[config.mk]
export PLATFORM = sky130hd
export DESIGN_NAME = tc_multimode_timer
export DESIGN_NICKNAME = d
export VERILOG_FILES = /design/src/rtl/tc_pkg.sv /design/src/rtl/tc_edge_sync.sv /design/src/rtl/tc_prescaler.sv /design/src/rtl/tc_section.sv /design/src/rtl/tc_multimode_timer.sv
export SDC_FILE = /design/constraint.sdc
export NUM_CORES = 1
export LEC_CHECK = 0
export BUFFER_PORTS_ARGS = -buffer_cell sky130_fd_sc_hd__buf_4
export CORE_ASPECT_RATIO = 0.9
export CORE_MARGIN = 2
export CORE_UTILIZATION = 30
export CTS_BUF_LIST = sky130_fd_sc_hd__clkbuf_2
export CTS_CLUSTER_DIAMETER = 60
export DETAILED_ROUTE_END_ITERATION = 6
export GPL_TIMING_DRIVEN = 0
export SLEW_MARGIN = 20
export SYNTH_ARGS = -nofsm -noshare
export SYNTH_HDL_FRONTEND = slang
export SYNTH_HIERARCHICAL = 1
export SYNTH_SLANG_ARGS = --single-unit
[constraint.sdc]
create_clock -name clk -period 8.9 [get_ports clk]
set_clock_uncertainty 0.2 [all_clocks]
set_input_delay 1.78 -clock clk [delete_from_list [all_inputs] [get_ports clk]]
set_output_delay 1.78 -clock clk [all_outputs]
set_load 0.02 [all_outputs]
[src/rtl/tc_pkg.sv]
package tc_pkg;
    // Operating combinations of the two counting sections.
    typedef enum logic [1:0] {
        MODE_DUAL     = 2'b00,  // two 8-bit prescaled timers
        MODE_MIX      = 2'b01,  // low timer, high event counter
        MODE_WIDE_TMR = 2'b10,  // one 16-bit prescaled timer
        MODE_WIDE_EVT = 2'b11   // one 16-bit event counter
    } tc_mode_e;
endpackage

[src/rtl/tc_edge_sync.sv]
// Multi-stage synchroniser followed by a rising-edge detector.
module tc_edge_sync #(
    parameter int STAGES = 2
) (
    input  logic clk,
    input  logic rst_n,
    input  logic din,
    output logic rise
);
    logic [STAGES-1:0] sync_q;
    logic              last_q;

    always_ff @(posedge clk) begin
        if (!rst_n) begin
            sync_q <= '0;
            last_q <= 1'b0;
        end else begin
            sync_q <= {sync_q[STAGES-2:0], din};
            last_q <= sync_q[STAGES-1];
        end
    end

    assign rise = sync_q[STAGES-1] & ~last_q;
endmodule

[src/rtl/tc_prescaler.sv]
// Programmable divider: one tick every div+1 cycles.
module tc_prescaler #(
    parameter int W = 8
) (
    input  logic         clk,
    input  logic         rst_n,
    input  logic         clear,
    input  logic [W-1:0] div,
    output logic         tick
);
    logic [W-1:0] cnt_q;

    assign tick = (cnt_q == div);

    always_ff @(posedge clk) begin
        if (!rst_n || clear)
            cnt_q <= '0;
        else if (tick)
            cnt_q <= '0;
        else
            cnt_q <= cnt_q + 1'b1;
    end
endmodule

[src/rtl/tc_section.sv]
// One counting half: clear has priority, wrap forces zero on a count.
module tc_section #(
    parameter int W = 8
) (
    input  logic         clk,
    input  logic         rst_n,
    input  logic         clear,
    input  logic         inc,
    input  logic         wrap,
    output logic [W-1:0] value
);
    always_ff @(posedge clk) begin
        if (!rst_n || clear)
            value <= '0;
        else if (inc) begin
            if (wrap)
                value <= '0;
            else
                value <= value + 1'b1;
        end
    end
endmodule

[src/rtl/tc_multimode_timer.sv]
module tc_multimode_timer
    import tc_pkg::*;
#(
    parameter int HALF_W      = 8,
    parameter int PRE_W       = 8,
    parameter int SYNC_STAGES = 2
) (
    input  logic              clk,
    input  logic              rst_n,
    input  logic [1:0]        mode_sel,
    input  logic [PRE_W-1:0]  pre_lo_div,
    input  logic [PRE_W-1:0]  pre_hi_div,
    input  logic [HALF_W-1:0] match_lo,
    input  logic [HALF_W-1:0] match_hi,
    input  logic              ext_evt,
    input  logic              cap_in,
    input  logic              clr_flag_lo,
    input  logic              clr_flag_hi,
    output logic [HALF_W-1:0] cap_lo,
    output logic [HALF_W-1:0] cap_hi,
    output logic              flag_lo,
    output logic              flag_hi
);
    localparam int NSEC = 2;

    // ---------------- input synchronisers ----------------
    logic evt_rise;
    logic cap_rise;

    tc_edge_sync #(.STAGES(SYNC_STAGES)) u_evt_sync (
        .clk  (clk),
        .rst_n(rst_n),
        .din  (ext_evt),
        .rise (evt_rise)
    );

    tc_edge_sync #(.STAGES(SYNC_STAGES)) u_cap_sync (
        .clk  (clk),
        .rst_n(rst_n),
        .din  (cap_in),
        .rise (cap_rise)
    );

    // ---------------- mode state register ----------------
    tc_mode_e mode_q;
    tc_mode_e mode_d;
    logic     mode_chg;

    assign mode_d   = tc_mode_e'(mode_sel);
    assign mode_chg = (mode_d != mode_q);

    always_ff @(posedge clk) begin
        if (!rst_n)
            mode_q <= mode_d;
        else
            mode_q <= mode_d;
    end

    // ---------------- prescalers ----------------
    logic [PRE_W-1:0] pre_div  [NSEC];
    logic [NSEC-1:0]  pre_tick;

    assign pre_div[0] = pre_lo_div;
    assign pre_div[1] = pre_hi_div;

    for (genvar g = 0; g < NSEC; g++) begin : g_pre
        tc_prescaler #(.W(PRE_W)) u_pre (
            .clk  (clk),
            .rst_n(rst_n),
            .clear(mode_chg),
            .div  (pre_div[g]),
            .tick (pre_tick[g])
        );
    end

    // ---------------- counting sections ----------------
    logic [HALF_W-1:0] sec_val  [NSEC];
    logic [NSEC-1:0]   sec_inc;
    logic [NSEC-1:0]   sec_wrap;

    for (genvar g = 0; g < NSEC; g++) begin : g_sec
        tc_section #(.W(HALF_W)) u_sec (
            .clk  (clk),
            .rst_n(rst_n),
            .clear(mode_chg),
            .inc  (sec_inc[g]),
            .wrap (sec_wrap[g]),
            .value(sec_val[g])
        );
    end

    // ---------------- per-state control ----------------
    logic lo_eq, hi_eq, full_eq, lo_full;
    logic wide_src;
    logic set_lo, set_hi;

    assign lo_eq   = (sec_val[0] == match_lo);
    assign hi_eq   = (sec_val[1] == match_hi);
    assign full_eq = lo_eq & hi_eq;
    assign lo_full = &sec_val[0];

    always_comb begin
        sec_inc  = '0;
        sec_wrap = '0;
        set_lo   = 1'b0;
        set_hi   = 1'b0;
        wide_src = 1'b0;
        unique case (mode_q)
            MODE_DUAL: begin
                sec_inc[0]  = pre_tick[0];
                sec_wrap[0] = lo_eq;
                sec_inc[1]  = pre_tick[1];
                sec_wrap[1] = hi_eq;
                set_lo      = pre_tick[0] & lo_eq;
                set_hi      = pre_tick[1] & hi_eq;
            end
            MODE_MIX: begin
                sec_inc[0]  = pre_tick[0];
                sec_wrap[0] = lo_eq;
                sec_inc[1]  = evt_rise;
                sec_wrap[1] = hi_eq;
                set_lo      = pre_tick[0] & lo_eq;
                set_hi      = evt_rise & hi_eq;
            end
            MODE_WIDE_TMR, MODE_WIDE_EVT: begin
                wide_src    = (mode_q == MODE_WIDE_TMR) ? pre_tick[0] : evt_rise;
                sec_inc[0]  = wide_src;
                sec_wrap[0] = full_eq;
                sec_inc[1]  = wide_src & (full_eq | lo_full);
                sec_wrap[1] = full_eq;
                set_hi      = wide_src & full_eq;
            end
            default: begin
                sec_inc = '0;
            end
        endcase
        // A mode change clears the sections; no count and no flag on that edge.
        if (mode_chg) begin
            set_lo = 1'b0;
            set_hi = 1'b0;
        end
    end

    // ---------------- sticky flags ----------------
    always_ff @(posedge clk) begin
        if (!rst_n) begin
            flag_lo <= 1'b0;
            flag_hi <= 1'b0;
        end else begin
            if (set_lo)
                flag_lo <= 1'b1;
            else if (clr_flag_lo)
                flag_lo <= 1'b0;
            if (set_hi)
                flag_hi <= 1'b1;
            else if (clr_flag_hi)
                flag_hi <= 1'b0;
        end
    end

    // ---------------- capture ----------------
    always_ff @(posedge clk) begin
        if (!rst_n) begin
            cap_lo <= '0;
            cap_hi <= '0;
        end else if (cap_rise) begin
            cap_lo <= sec_val[0];
            cap_hi <= sec_val[1];
        end
    end
endmodule

# Word-level counts from Yosys, hierarchy flattened
# Index checks and enable logic that the tools add are counted.
[totals]
ff_bits = 58
elab_cells = 59
output_inout_bits = 18
in_bits = 40
[op_classes]
add_sub_neg = 4
n_mux = 13
bitwise_logic = 11
n_eq_ne = 8
n_reduce_logical = 10
[ops]
columns = ["operator", "n"]
rows = [
  ["$add 8x1->8 const B", 4],
  ["$eq 8x8->1", 4],
  ["$mux 8", 2],
  ["$and 1x1->1", 8],
  ["$mux 1", 8],
  ["$reduce_and 8->1", 1],
  ["$reduce_or 2->1", 4],
  ["$pmux 2 s3", 1],
  ["$eq 2x2->1 const B", 2],
  ["$pmux 2 s2", 1],
  ["$reduce_bool 2->1", 2],
  ["$pmux 1 s3", 1],
  ["$eq 2x1->1 const B", 1],
  ["$logic_not 2->1", 1],
  ["$ne 2x2->1", 1],
  ["$not 1->1", 2],
  ["$logic_not 1->1", 1],
  ["$logic_or 1x1->1", 1],
  ["$or 1x1->1", 1],
]

# Logic depth before layout (Yosys ltp)
[depth]
depth_word = 7
ltp_mapped = 12
mapped_depth_nobuf = 10

# Cells and area by module
# The synthesis kept the hierarchy.
[modules_own_cells]
columns = ["module", "instances", "cells_per_inst", "area_each_um2", "seq_area_each_um2"]
rows = [
  ["tc_multimode_timer", 1, 102, 965.9, 400.4],
  ["tc_prescaler", 2, 47, 467.9, 160.2],
  ["tc_section", 2, 39, 355.3, 160.2],
  ["tc_edge_sync", 2, 7, 92.6, 60.1],
]

# Least setup slack after synthesis
# Ideal clock, no wire load.
[synth_path]
path_type = "input to register"
start = "input pre_lo_div[7]"
end = "register g_sec[1].u_sec.value[5]"
setup_slack_ps = 4683
required_time_ps = 8630
stages = 11
arrival_time_ps = 3947
path_buffers = 1
cell_sequence = "xor2_1 > nor4_4 > and2_1 > mux2_2 > nand2_1 > o32ai_1 > o32a_1 > buf_4 > nand4_2 > or3_1 > a21oi_1"
[synth_between]
elab_chain_len = 4
[synth_lines]
columns = ["item", "line_no", "text"]
rows = [
  ["from (decl)", "tc_multimode_timer.sv:11", "input logic [PRE_W-1:0] pre_lo_div,"],
  ["$eq 8x8->1", "tc_prescaler.sv:13", "assign tick = (cnt_q == div);"],
  ["named net pre_tick[0]", "tc_multimode_timer.sv:61", "logic [NSEC-1:0] pre_tick;"],
  ["$mux 1", "tc_multimode_timer.sv:126", "wide_src = (mode_q == MODE_WIDE_TMR) ? pre_tick[0] : evt_rise;"],
  ["$and 1x1->1", "tc_multimode_timer.sv:129", "sec_inc[1] = wide_src & (full_eq | lo_full);"],
  ["$pmux 2 s3", "tc_multimode_timer.sv:108", "unique case (mode_q)"],
  ["named net sec_inc[1]", "tc_multimode_timer.sv:78", "logic [NSEC-1:0] sec_inc;"],
  ["to (signal assigned)", "tc_section.sv:19", "value <= value + 1'b1;"],
  ["to (decl)", "tc_section.sv:10", "output logic [W-1:0] value"],
]
# The timed path passes the listed nets, and every way through them passes these cells.
# A chain may end at the register's enable or synchronous reset.

# Worst setup path after layout
# Ends and elaborated chain as after synthesis.

==> reports/qor.txt <==
Status: complete, no violations
DR vias/cell: 4.739
Number of DRC markers in iteration 0: 60
Die Y: 95.62 um
Total GRT Usage: 12.51%
Pleak: 0.001384 uW
Largest net degree at the start of global routing: 13
First-pass GRT wire length: 10010 um
DR vias: 2289
Grt total ovfl: 0
Final Wtd Congestion: 0.7027
Hold Vio Cnt, Final: 0
Peak VDD IR: 0.00005700 V
Synthesized area: 2798 um^2
Routed WL per cell: 12.31 um
Final setup margin: 4705 ps
Final setup vio count: 0
RSZ-0062 raised after global routing: false
Worst-path clk slew: 190 ps
1st-pass router iterations: 4
Yosys top cell by area: dfxtp_1
Logic pwr share: 8.6%
Sequential share of the synthesized area: 41.50%
Most frequent CP cell: buf_4
Hold buffers post-CTS: 0
Most frequent cells in the layout: buf_4, dfxtp_1, xor2_1
YS warnings: 6
Internal power: 377.1 uW
Root Driver: clkbuf_2
Cell Pwr Density: 142.5 nW/um^2
Final Slew Violations: 0
Req. time, crit path: 9110 ps
Post-Synthesis Net Count: 332
Top cells by area, synth: dfxtp_1, xor2_1, mux2i_1
Arrival time worst endpoint: 4400 ps
Vias in the first global route: 2135
CP max FO: 9
Postcts setup bufs: 0
Flop pwr share: 52.9%
Synth cell types: 37
Hpwl dp: 4331 um
Total wire length: 5946 um
CP endpoint kind: register
Switching pwr: 122.9 uW
Initial Util: 30.80%
CTS buffer count: 9
Min cycle time layout: 4195 ps
Dpl ws: 4233 ps
Delay of the slowest cell on the worst path: 540 ps
Clk pwr share: 38.4%
Slowest cell on crit path: nor4_4
Area of the core: 9084 um^2
Worst slew pin tran: 533.4 ps
DRC: 0
Post-DRT Antenna Nets: 0
Period utilization: 47.13%
CTS tree: built
PortBufs: 57
HP Class: reg -> reg
Initial antenna violation count: 0
Critical Path Start Type: primary input
Resized cells post-CTS: 0
Layout cells sized above 1: 24.65%
CP cell instances: buf_4 -> xor2_1 -> nor4_4 -> and2_1 -> mux2_2 -> nand2_1 -> o32ai_1 -> o32a_1 -> buf_4 -> nand4_2 -> or3_1 -> a21oi_1
Die X: 105.8 um
# IOs: 58
Sw Ratio: 24.58%
FF+latch count, synth: 58
Setup CP Type: in -> reg
Die area: 10120 um^2
Max Cap Violations: 0
Layout Nets: 400
# diodes: 0
Clock Sinks: 58
CTS H-tree lvls: 3
Post-synth EDFFs: 0
Synth top area share: 41.50%
Sum Neg Setup Slack: 0 ps
Max clock buf depth: 2
Clock Latency Late Sink: 490 ps
Row count: 33
Post-synth ARST share: 0%
Synth Area per Inst: 9.714 um^2
Post-synthesis cell count: 288
Post-synth top flop: dfxtp_1
Fmax: 238.4 MHz
Commonest non-fill, non-tap cell in the layout: buf_4
Max-slew headroom: 64.17%
Layout area overhead: 25.45%
path summary, 6_finish.rpt:
kind,slack [ps],startpoint,to,cells after the start
max reg2reg,5680,g_pre[0].u_pre/cnt_q[4],g_sec[1].u_sec/value[5],11
min reg2reg,230,u_evt_sync/sync_q[0],u_evt_sync/sync_q[1],1
max,4710,pre_lo_div[7],g_sec[1].u_sec/value[5],12
min,230,u_evt_sync/sync_q[0],u_evt_sync/sync_q[1],1
layer usage:
metal,vias to the layer above,GRT usage [%],wire (um)
li1,1168,-,-
met1,1072,15.84,2822
met2,38,19.73,2747
met3,11,3.008,247
met4,0,6.908,128
met5,-,0,0
critical path: cells and delay by family:
| family | cells | cell delay (ps) |
|---|---|---|
| AO/OA/AOI/OAI | 3 | 650 |
| XOR/XNOR | 1 | 150 |
| buffers and inverters | 2 | 260 |
| multiplexers | 1 | 150 |
| AND/OR/NAND/NOR | 5 | 1380 |
layout make-up:
class,instances,area (um^2)
Inverter,4,15.01
Buffer,10,50.05
Multi-Input combinational cell,216,1572
Timing Repair Buffer,57,427.9
Sequential cell,58,1161
Fill cell,961,5574
Clock inverter,6,81.33
Tap cell,122,152.6
Clock buffer,10,50.05
power by group through the flow:
stage | registers (uW) | logic (uW) | clock network, uW
floorplan | 270 | 23.5 | 0
global placement | 270 | 42.7 | 0
detailed placement | 270 | 43.6 | 0
CTS | 265 | 43.8 | 199
global route | 265 | 47.2 | 207
finish | 265 | 43.1 | 192
cells in the mapped netlist, types with 3 or more instances:
| cell type | count |
|---|---|
| dfxtp_1 | 58 |
| nor4_4 | 4 |
| nor2_1 | 26 |
| ha_1 | 4 |
| a211oi_1 | 10 |
| xnor2_1 | 4 |
| nand4_1 | 10 |
| xor2_1 | 42 |
| a21oi_1 | 11 |
| nand2_1 | 13 |
| nand2b_1 | 8 |
| mux2i_1 | 19 |
| inv_1 | 3 |
| a221oi_1 | 6 |
| o21ai_0 | 12 |
| or3_1 | 13 |
| nor4_1 | 4 |
| and2_1 | 8 |
| nand3_1 | 4 |
cells by family after synthesis:
kind of cell | synth area share, %
multiplexers | 7.200
buffers and inverters | 2.325
XOR/XNOR | 14.40
AO/OA/AOI/OAI | 10.47
AND/OR/NAND/NOR | 22.32
flip-flops | 41.50
adder cells (fa/ha/maj) | 1.789
state kept, by name, summed over array words and instances, names as in the netlist:
name	count
u_cap_sync/sync_q	2
u_evt_sync/last_q	1
u_cap_sync/last_q	1
flag_lo	1
g_pre.u_pre/cnt_q	16
cap_lo	8
cap_hi	8
mode_q	2
flag_hi	1
g_sec.u_sec/value	16
u_evt_sync/sync_q	2
metrics by stage:
stage	util, %	cells	instance area [um^2]	hold WS, ps	power (uW)
floorplan	-	288	2798	205.7	293.2
global route	38.64	483	3510	248.1	519.9
CTS	38.64	483	3510	241.7	507.5
finish	38.64	483	3510	230.8	500.0
global placement	37.19	467	3378	214.2	312.8
detailed placement	37.19	467	3378	221.1	313.8
Power figures use the tool's default switching activity.
